==> src/rtl/l2_pkg.sv <==
package l2_pkg;
  localparam int L2_TAG_W = 10;
  localparam int L2_OFS_W = 5;
  localparam int L2_WORD_W = L2_TAG_W + 2;

  typedef struct packed {
    logic                valid;
    logic                dirty;
    logic [L2_TAG_W-1:0] tag;
  } tag_word_t;

  typedef enum logic [1:0] {
    MOP_RD    = 2'd0,
    MOP_WR    = 2'd1,
    MOP_FILL  = 2'd2,
    MOP_EVICT = 2'd3
  } mem_op_e;

  typedef enum logic [2:0] {
    ST_IDLE,
    ST_LOOK,
    ST_EVICT,
    ST_FILL,
    ST_MRD,
    ST_MWR,
    ST_RESP
  } seq_st_e;
endpackage

==> src/rtl/l2_addr_split.sv <==
module l2_addr_split
  import l2_pkg::*;
#(
  parameter int ADDR_W = 32,
  parameter int MIN_IW = 13,
  parameter int NSIZE  = 4,
  localparam int MAX_IW = MIN_IW + NSIZE - 1,
  localparam int SZ_W   = $clog2(NSIZE + 1)
) (
  input  logic [ADDR_W-1:0]   addr,
  input  logic [SZ_W-1:0]     size,
  input  logic [ADDR_W-1:0]   lim,
  input  logic [ADDR_W-1:0]   wp_lo,
  input  logic [ADDR_W-1:0]   wp_hi,
  input  logic [L2_TAG_W-1:0] vtag,
  output logic [MAX_IW-1:0]   idx,
  output logic [L2_TAG_W-1:0] tag,
  output logic [ADDR_W-1:0]   line_addr,
  output logic [ADDR_W-1:0]   vict_addr,
  output logic                cacheable,
  output logic                wprot
);
  logic [NSIZE-1:0][MAX_IW-1:0]   idx_v;
  logic [NSIZE-1:0][L2_TAG_W-1:0] tag_v;
  logic [NSIZE-1:0][ADDR_W-1:0]   va_v;
  logic [NSIZE-1:0]               reach_v;
  logic                           reach_ok;

  // one slice per supported size; the comparator input is picked afterwards
  for (genvar g = 0; g < NSIZE; g++) begin : g_size
    localparam int IW  = MIN_IW + g;
    localparam int TOP = L2_OFS_W + IW + L2_TAG_W;
    assign idx_v[g] = MAX_IW'(addr[L2_OFS_W +: IW]);
    assign tag_v[g] = addr[L2_OFS_W + IW +: L2_TAG_W];
    assign va_v[g]  = ADDR_W'({vtag, addr[L2_OFS_W +: IW], {L2_OFS_W{1'b0}}});
    if (TOP < ADDR_W) begin : g_reach
      assign reach_v[g] = (addr[ADDR_W-1:TOP] == '0);
    end else begin : g_full
      assign reach_v[g] = 1'b1;
    end
  end

  always_comb begin
    idx       = '0;
    tag       = '0;
    vict_addr = '0;
    reach_ok  = 1'b0;
    for (int g = 0; g < NSIZE; g++) begin
      if (size == SZ_W'(g + 1)) begin
        idx       = idx_v[g];
        tag       = tag_v[g];
        vict_addr = va_v[g];
        reach_ok  = reach_v[g];
      end
    end
  end

  assign line_addr = {addr[ADDR_W-1:L2_OFS_W], {L2_OFS_W{1'b0}}};
  assign cacheable = reach_ok && (addr < lim);
  assign wprot     = (addr >= wp_lo) && (addr < wp_hi);
endmodule

==> src/rtl/l2_tag_cmp.sv <==
module l2_tag_cmp
  import l2_pkg::*;
(
  input  tag_word_t           word,
  input  logic [L2_TAG_W-1:0] tag,
  output logic                hit,
  output logic                vdirty
);
  logic match;

  assign match  = (word.tag == tag);
  assign hit    = word.valid && match;
  assign vdirty = word.valid && word.dirty && !match;
endmodule

==> src/rtl/l2_seq.sv <==
module l2_seq
  import l2_pkg::*;
#(
  parameter int ADDR_W = 32
) (
  input  logic                clk,
  input  logic                rst_n,
  input  logic                cpu_req,
  input  logic                req_we,
  input  logic                cfg_wb,
  input  logic                cacheable,
  input  logic                wprot,
  input  logic                hit,
  input  logic                vdirty,
  input  logic [L2_TAG_W-1:0] req_tag,
  input  logic [ADDR_W-1:0]   req_addr,
  input  logic [ADDR_W-1:0]   line_addr,
  input  logic [ADDR_W-1:0]   vict_addr,
  input  logic                mem_ack,
  output logic                cpu_ready,
  output logic                tag_re,
  output logic                rsp_valid,
  output logic                rsp_hit,
  output logic                tag_we,
  output tag_word_t           tag_wdata,
  output logic                mem_req,
  output mem_op_e             mem_op,
  output logic [ADDR_W-1:0]   mem_addr
);
  seq_st_e           st_q, st_d;
  logic [ADDR_W-1:0] ma_q, ma_d;
  logic              twen_q, twen_d;
  tag_word_t         tw_q, tw_d;
  logic              hit_q, hit_d;
  logic              ld_en;

  always_comb begin
    st_d   = st_q;
    ma_d   = ma_q;
    twen_d = twen_q;
    tw_d   = tw_q;
    hit_d  = hit_q;
    unique case (st_q)
      ST_IDLE: if (cpu_req) st_d = ST_LOOK;
      ST_LOOK: begin
        hit_d  = cacheable && hit;
        twen_d = 1'b0;
        if (req_we && wprot) begin
          st_d = ST_RESP;
        end else if (!cacheable) begin
          ma_d = req_addr;
          st_d = req_we ? ST_MWR : ST_MRD;
        end else if (req_we) begin
          if (hit && cfg_wb) begin
            twen_d = 1'b1;
            tw_d   = '{valid: 1'b1, dirty: 1'b1, tag: req_tag};
            st_d   = ST_RESP;
          end else begin
            ma_d = req_addr;
            st_d = ST_MWR;
          end
        end else if (hit) begin
          st_d = ST_RESP;
        end else if (vdirty) begin
          ma_d = vict_addr;
          st_d = ST_EVICT;
        end else begin
          ma_d = line_addr;
          st_d = ST_FILL;
        end
      end
      ST_EVICT: if (mem_ack) begin
        ma_d = line_addr;
        st_d = ST_FILL;
      end
      ST_FILL: if (mem_ack) begin
        twen_d = 1'b1;
        tw_d   = '{valid: 1'b1, dirty: 1'b0, tag: req_tag};
        st_d   = ST_RESP;
      end
      ST_MRD, ST_MWR: if (mem_ack) st_d = ST_RESP;
      ST_RESP: st_d = ST_IDLE;
      default: st_d = ST_IDLE;
    endcase
  end

  assign ld_en = (st_q == ST_LOOK) || mem_ack;

  always_ff @(posedge clk or negedge rst_n) begin
    if (!rst_n) st_q <= ST_IDLE;
    else        st_q <= st_d;
  end

  always_ff @(posedge clk or negedge rst_n) begin
    if (!rst_n) begin
      ma_q   <= '0;
      twen_q <= 1'b0;
      tw_q   <= '0;
      hit_q  <= 1'b0;
    end else if (ld_en) begin
      ma_q   <= ma_d;
      twen_q <= twen_d;
      tw_q   <= tw_d;
      hit_q  <= hit_d;
    end
  end

  assign cpu_ready = (st_q == ST_IDLE);
  assign tag_re    = cpu_ready && cpu_req;
  assign rsp_valid = (st_q == ST_RESP);
  assign rsp_hit   = rsp_valid && hit_q;
  assign tag_we    = rsp_valid && twen_q;
  assign tag_wdata = tw_q;
  assign mem_addr  = ma_q;
  assign mem_req   = (st_q == ST_EVICT) || (st_q == ST_FILL) ||
                     (st_q == ST_MRD)   || (st_q == ST_MWR);

  always_comb begin
    unique case (st_q)
      ST_EVICT: mem_op = MOP_EVICT;
      ST_FILL:  mem_op = MOP_FILL;
      ST_MWR:   mem_op = MOP_WR;
      default:  mem_op = MOP_RD;
    endcase
  end

  a_r1_idle_quiet: assert property (@(posedge clk) disable iff (!rst_n)
    cpu_ready |-> !mem_req && !tag_we);

  a_r11_req_hold: assert property (@(posedge clk) disable iff (!rst_n)
    mem_req && !mem_ack |=> mem_req && $stable(mem_op) && $stable(mem_addr));

  a_r5_evict_then_fill: assert property (@(posedge clk) disable iff (!rst_n)
    mem_req && mem_op == MOP_EVICT && mem_ack |=> mem_req && mem_op == MOP_FILL);

  a_r3_resp_single: assert property (@(posedge clk) disable iff (!rst_n)
    rsp_valid |=> cpu_ready && !rsp_valid);

  a_r9_wp_no_tag: assert property (@(posedge clk) disable iff (!rst_n)
    tag_we |-> !(req_we && wprot));

  a_r8_no_alloc: assert property (@(posedge clk) disable iff (!rst_n)
    tag_we && req_we |-> tag_wdata.dirty && cfg_wb);

  a_r10_uncached_miss: assert property (@(posedge clk) disable iff (!rst_n)
    rsp_hit |-> cacheable);
endmodule

==> src/rtl/l2_tag_ctrl.sv <==
module l2_tag_ctrl
  import l2_pkg::*;
#(
  parameter int ADDR_W = 32,
  parameter int MIN_IW = 13,
  parameter int NSIZE  = 4,
  localparam int MAX_IW = MIN_IW + NSIZE - 1,
  localparam int SZ_W   = $clog2(NSIZE + 1)
) (
  input  logic                 clk,
  input  logic                 rst_n,
  input  logic [SZ_W-1:0]      cfg_size,
  input  logic                 cfg_wb,
  input  logic [ADDR_W-1:0]    cfg_cache_lim,
  input  logic [ADDR_W-1:0]    cfg_wp_lo,
  input  logic [ADDR_W-1:0]    cfg_wp_hi,
  input  logic                 cpu_req,
  input  logic                 cpu_we,
  input  logic [ADDR_W-1:0]    cpu_addr,
  output logic                 cpu_ready,
  output logic                 rsp_valid,
  output logic                 rsp_hit,
  output logic [MAX_IW-1:0]    tag_addr,
  output logic                 tag_re,
  input  logic [L2_WORD_W-1:0] tag_rdata,
  output logic                 tag_we,
  output logic [L2_WORD_W-1:0] tag_wdata,
  output logic                 mem_req,
  output logic [1:0]           mem_op,
  input  logic                 mem_ack,
  output logic [ADDR_W-1:0]    mem_addr
);
  logic [1:0]          rst_sync_q;
  logic                rst_int_n;
  logic [ADDR_W-1:0]   req_addr_q;
  logic                req_we_q;
  logic                acc_en;
  logic [ADDR_W-1:0]   sel_addr;
  logic [L2_TAG_W-1:0] sel_tag;
  logic [ADDR_W-1:0]   line_addr, vict_addr;
  logic                cacheable, wprot, hit, vdirty;
  tag_word_t           rword, wword;
  mem_op_e             op_e;

  always_ff @(posedge clk or negedge rst_n) begin
    if (!rst_n) rst_sync_q <= 2'b00;
    else        rst_sync_q <= {rst_sync_q[0], 1'b1};
  end
  assign rst_int_n = rst_sync_q[1];

  assign acc_en = cpu_req && cpu_ready;

  always_ff @(posedge clk or negedge rst_int_n) begin
    if (!rst_int_n) begin
      req_addr_q <= '0;
      req_we_q   <= 1'b0;
    end else if (acc_en) begin
      req_addr_q <= cpu_addr;
      req_we_q   <= cpu_we;
    end
  end

  // while idle the index follows the incoming address, otherwise the held one
  assign sel_addr = cpu_ready ? cpu_addr : req_addr_q;
  assign rword    = tag_word_t'(tag_rdata);

  l2_addr_split #(
    .ADDR_W(ADDR_W), .MIN_IW(MIN_IW), .NSIZE(NSIZE)
  ) i_split (
    .addr      (sel_addr),
    .size      (cfg_size),
    .lim       (cfg_cache_lim),
    .wp_lo     (cfg_wp_lo),
    .wp_hi     (cfg_wp_hi),
    .vtag      (rword.tag),
    .idx       (tag_addr),
    .tag       (sel_tag),
    .line_addr (line_addr),
    .vict_addr (vict_addr),
    .cacheable (cacheable),
    .wprot     (wprot)
  );

  l2_tag_cmp i_cmp (
    .word   (rword),
    .tag    (sel_tag),
    .hit    (hit),
    .vdirty (vdirty)
  );

  l2_seq #(.ADDR_W(ADDR_W)) i_seq (
    .clk       (clk),
    .rst_n     (rst_int_n),
    .cpu_req   (cpu_req),
    .req_we    (req_we_q),
    .cfg_wb    (cfg_wb),
    .cacheable (cacheable),
    .wprot     (wprot),
    .hit       (hit),
    .vdirty    (vdirty),
    .req_tag   (sel_tag),
    .req_addr  (req_addr_q),
    .line_addr (line_addr),
    .vict_addr (vict_addr),
    .mem_ack   (mem_ack),
    .cpu_ready (cpu_ready),
    .tag_re    (tag_re),
    .rsp_valid (rsp_valid),
    .rsp_hit   (rsp_hit),
    .tag_we    (tag_we),
    .tag_wdata (wword),
    .mem_req   (mem_req),
    .mem_op    (op_e),
    .mem_addr  (mem_addr)
  );

  assign tag_wdata = wword;
  assign mem_op    = op_e;

  a_r7_wt_clean: assert property (@(posedge clk) disable iff (!rst_int_n)
    tag_we && tag_wdata[L2_TAG_W] |-> cfg_wb && req_we_q);
endmodule

==> config.mk <==
export PLATFORM = sky130hd
export DESIGN_NAME = l2_tag_ctrl
export DESIGN_NICKNAME = d
export VERILOG_FILES = /design/src/rtl/l2_pkg.sv /design/src/rtl/l2_addr_split.sv /design/src/rtl/l2_tag_cmp.sv /design/src/rtl/l2_seq.sv /design/src/rtl/l2_tag_ctrl.sv
export SDC_FILE = /design/constraint.sdc
export NUM_CORES = 1
export LEC_CHECK = 0
export BUFFER_PORTS_ARGS = -buffer_cell sky130_fd_sc_hd__buf_2
export CORE_MARGIN = 5
export CORE_UTILIZATION = 50
export DETAILED_ROUTE_END_ITERATION = 6
export PLACE_DENSITY_LB_ADDON = 0.1
export RECOVER_POWER = 100
export SETUP_SLACK_MARGIN = 0.15
export SYNTH_ARGS = -nofsm -noshare
export SYNTH_HDL_FRONTEND = slang
export SYNTH_SLANG_ARGS = --single-unit
==> constraint.sdc <==
create_clock -name clk -period 3.7 [get_ports clk]
set_input_delay 0.555 -clock clk [delete_from_list [all_inputs] [get_ports clk]]
set_output_delay 0.555 -clock clk [all_outputs]
set_load 0.02 [all_outputs]
==> impl_metrics.ini <==
[clock_tree]
numClockSinks = 84
clkTransAtPathRegs_ns = 0.07
cts_tree = yes
clk_latency_ns = 0.35
cts-buffers-inserted = 9
cts-root-buf = clkbuf_16
clk_path_buf_depth = 2
h-tree-depth = 3

[critical_path]
r2r-start = i_seq.st_q[0]
crit_arrival_ns = 4.18
path_class = reg2reg
crit_fanout = 5
timing.rr.end = i_seq.mem_addr[16]
crit_required_ns = 3.93
path_delay_family = compound AO/OA/AOI/OAI gates
cp.depth = 16
rrSetupSlack_ns = -0.25
path_cells = or3_4 > inv_8 > mux2i_1 > inv_1 > ha_1 > a21o_1 > a21o_1 > a21oi_1 > o22ai_1 > nor4b_2 > o311a_4 > nor2_4 > o31ai_4 > buf_6 > buf_6 > mux2_2
cp_slowest_cell = or3_4
startpoint_type = flip-flop
endpoint_kind = flip-flop
critPathMaxStageDelay_ns = 0.50
reg2reg_depth = 16
path_buf_inv = 4

[timing]
maxSlewHeadroom_pct = -25.42
rsz0062_at_grt = yes
finalClockSkew_ns = 0.006678
setup_slack_ns = -0.2501
fin_crit_sh_pct = 106.8
clock.fmax_mhz = 253.2
fin_setup_tns_ns = -8.964
period_minus_slack_ns = 3.950
finalSetupViolCount = 45
final_max_slew_viol_count = 83
tightest_slew_ns = 1.881
hold_viol_final = 0

[route]
via_count = 8246
dr.pass1.iters = 5
drc = 0
drtIter0Drc = 596
vias_per_cell = 5.591
final_antenna_net_count = 0
wl_per_cell_um = 18.74
drt-total-wl_mm = 27.64

[final_layout]
final_core_util_pct = 69.26
fin_nets = 1497
area_growth_syn_to_layout_pct = 36.67
drive_gt1_share_pct = 36.85
fin_cells = 1475
antennaDiodeCount = 0

[grt]
antenna_found_initial = 2
grt_pass1_vias = 8100
grt_overflow = 0
grt_start_max_net_pins = 83
grt_pass1_wl_mm = 42.37
grt_util_all_layers_pct = 29.26

[power]
power_density_nw_per_um2 = 848.7
power_leakage_nw = 5.561
worst_ir_drop_vdd_v = 0.0005084
power.total_mw = 9.269

[synth]
synth_cell_type_count = 65
synthTopCellsByArea = dfrtp_1 (26%), ha_1 (15%), mux2_2 (10%), mux2i_1 (6.4%), inv_1 (6.1%)
netlist_instances = 907
syn_nets = 1150
synth_ff_type = dfrtp_1
avgSynthCellArea_um2 = 8.811
synth_most_common_cell = inv_1
synth_seq_cells = 84
netlist.area_leader.share_pct = 26.30
synth-edff-count = 0
ys_async_sr_fraction_pct = 100.0
synth-seq-area-share_pct = 26.30
yosysWarnings = 0
synth_common_cells = inv_1 (130), ha_1 (94), dfrtp_1 (84)
syn-cell-area_um2 = 7991
synth_top_area_cell = dfrtp_1

[placed_design]
numPlacedInstances = 1444
post-dp-hpwl_mm = 21.98
place_ws_ns = -0.5981
place_congestion = 0.9510
port_buffers = 216

[run_status]
status = complete, but fails checks
violations = capacitance limit, slew limit, setup timing

[floorplanning]
dieArea_um2 = 18610
initial_core_util_pct = 50.67
num_io_pins = 217
die_h_um = 136.4
row_count = 46
die_w_um = 136.4
core_um2 = 15770

[hold_path]
whs_path_depth = 0
hold_end = rst_sync_q[1]
hold_start = rst_sync_q[0]
hp-class = reg2reg

[run]
cap_violations = 1
[worst max path at each step]
stage	endpoint	slack, ns	startpoint
floorplan	i_seq.mem_addr[26]	-0.45	i_seq.st_q[1]
global placement	i_seq.mem_addr[6]	-0.53	i_seq.st_q[1]
detailed placement	i_seq.mem_addr[14]	-0.60	i_seq.st_q[1]
CTS	i_seq.mem_addr[28]	-0.23	i_seq.st_q[1]
global route	i_seq.mem_addr[28]	-0.40	i_seq.st_q[0]
finish	i_seq.mem_addr[16]	-0.25	i_seq.st_q[0]
[what timing repair did]
| item | in CTS | in global routing |
|---|---|---|
| gates resized for setup | 43 | 18 |
| hold buffers | 1 | 0 |
| setup buffers | 8 | 2 |
| gates cloned | 4 | 0 |
| setup endpoints to repair | 49 | 49 |
| pin swaps | 7 | 8 |
| hold endpoints to repair | 2 | 0 |
[final cells by class]
class | count | area [um2]
clock buffer | 11 | 242.7
clock inverter | 5 | 60.06
fill | 1386 | 4848
inverter | 131 | 499.2
multi-input combinational | 646 | 5416
sequential | 84 | 2103
tap | 216 | 270.3
timing repair buffer | 380 | 2307
timing repair inverter | 2 | 22.52
[layout by cell type (no fill, tap or decap), types with 5 or more instances in the layout]
master,n
o31ai_1,6
nand3_1,8
mux2_4,5
mux2i_1,44
o31a_1,6
clkbuf_16,9
nor2_1,39
dfrtp_1,83
mux2i_2,5
ha_1,94
nor4bb_1,8
nor2b_1,12
o22a_1,7
a21o_1,20
mux2_2,73
buf_4,146
or2_2,6
buf_6,9
nand4_1,16
a31oi_1,8
and2_1,5
nor3_1,5
nand2_1,65
xnor2_1,6
a22oi_1,13
clkbuf_1,66
o311ai_0,6
a211oi_1,9
a221oi_1,9
buf_2,154
a21oi_1,35
o21ai_0,36
inv_1,128
nand2b_1,5
[sequential cells by signal, indices dropped and copies added, names as in the netlist]
| register | flops |
|---|---|
| i_seq.hit_q | 1 |
| i_seq.mem_addr | 32 |
| i_seq.st_q | 3 |
| i_seq.tag_wdata | 12 |
| i_seq.twen_q | 1 |
| req_addr_q | 32 |
| req_we_q | 1 |
| rst_sync_q | 2 |
[cells by family (layout without fill, tap and decap cells)]
kind of cell | Yosys count | in the layout | share of synthesized area (%)
adder cells (fa/ha/maj) | 94 | 94 | 14.72
other | 1 | 1 | 0.04693
buffers and inverters | 177 | 529 | 8.674
flip-flops | 84 | 84 | 26.30
XOR/XNOR | 10 | 10 | 1.096
AND/OR/NAND/NOR | 206 | 206 | 13.59
AO/OA/AOI/OAI | 204 | 204 | 17.39
multiplexers | 131 | 131 | 18.18
[where the power goes]
group / switching [mW] / internal [mW]
Sequential: 0.370 / 1.36
Clock: 0.395 / 0.545
Combinational: 3.47 / 3.13
Total: 4.23 / 5.04
[per-stage QoR]
stage	hold slack [ns]	cell area, um2
after floorplan	0.2594	8100
after global placement	0.3352	10360
after detailed placement	0.3412	10360
after CTS	0.3573	10940
after global routing	0.3698	10920
final	0.3598	10920
[layer usage]
metal	up-vias	global-route usage [%]	part of all wire [%]
li1	3974	-	-
met1	3846	37.43	41
met2	360	49.81	49
met4	4	7.895	2.6
met3	62	6.588	7.5
met5	-	0	0.083
(Power assumes the default switching activity.)
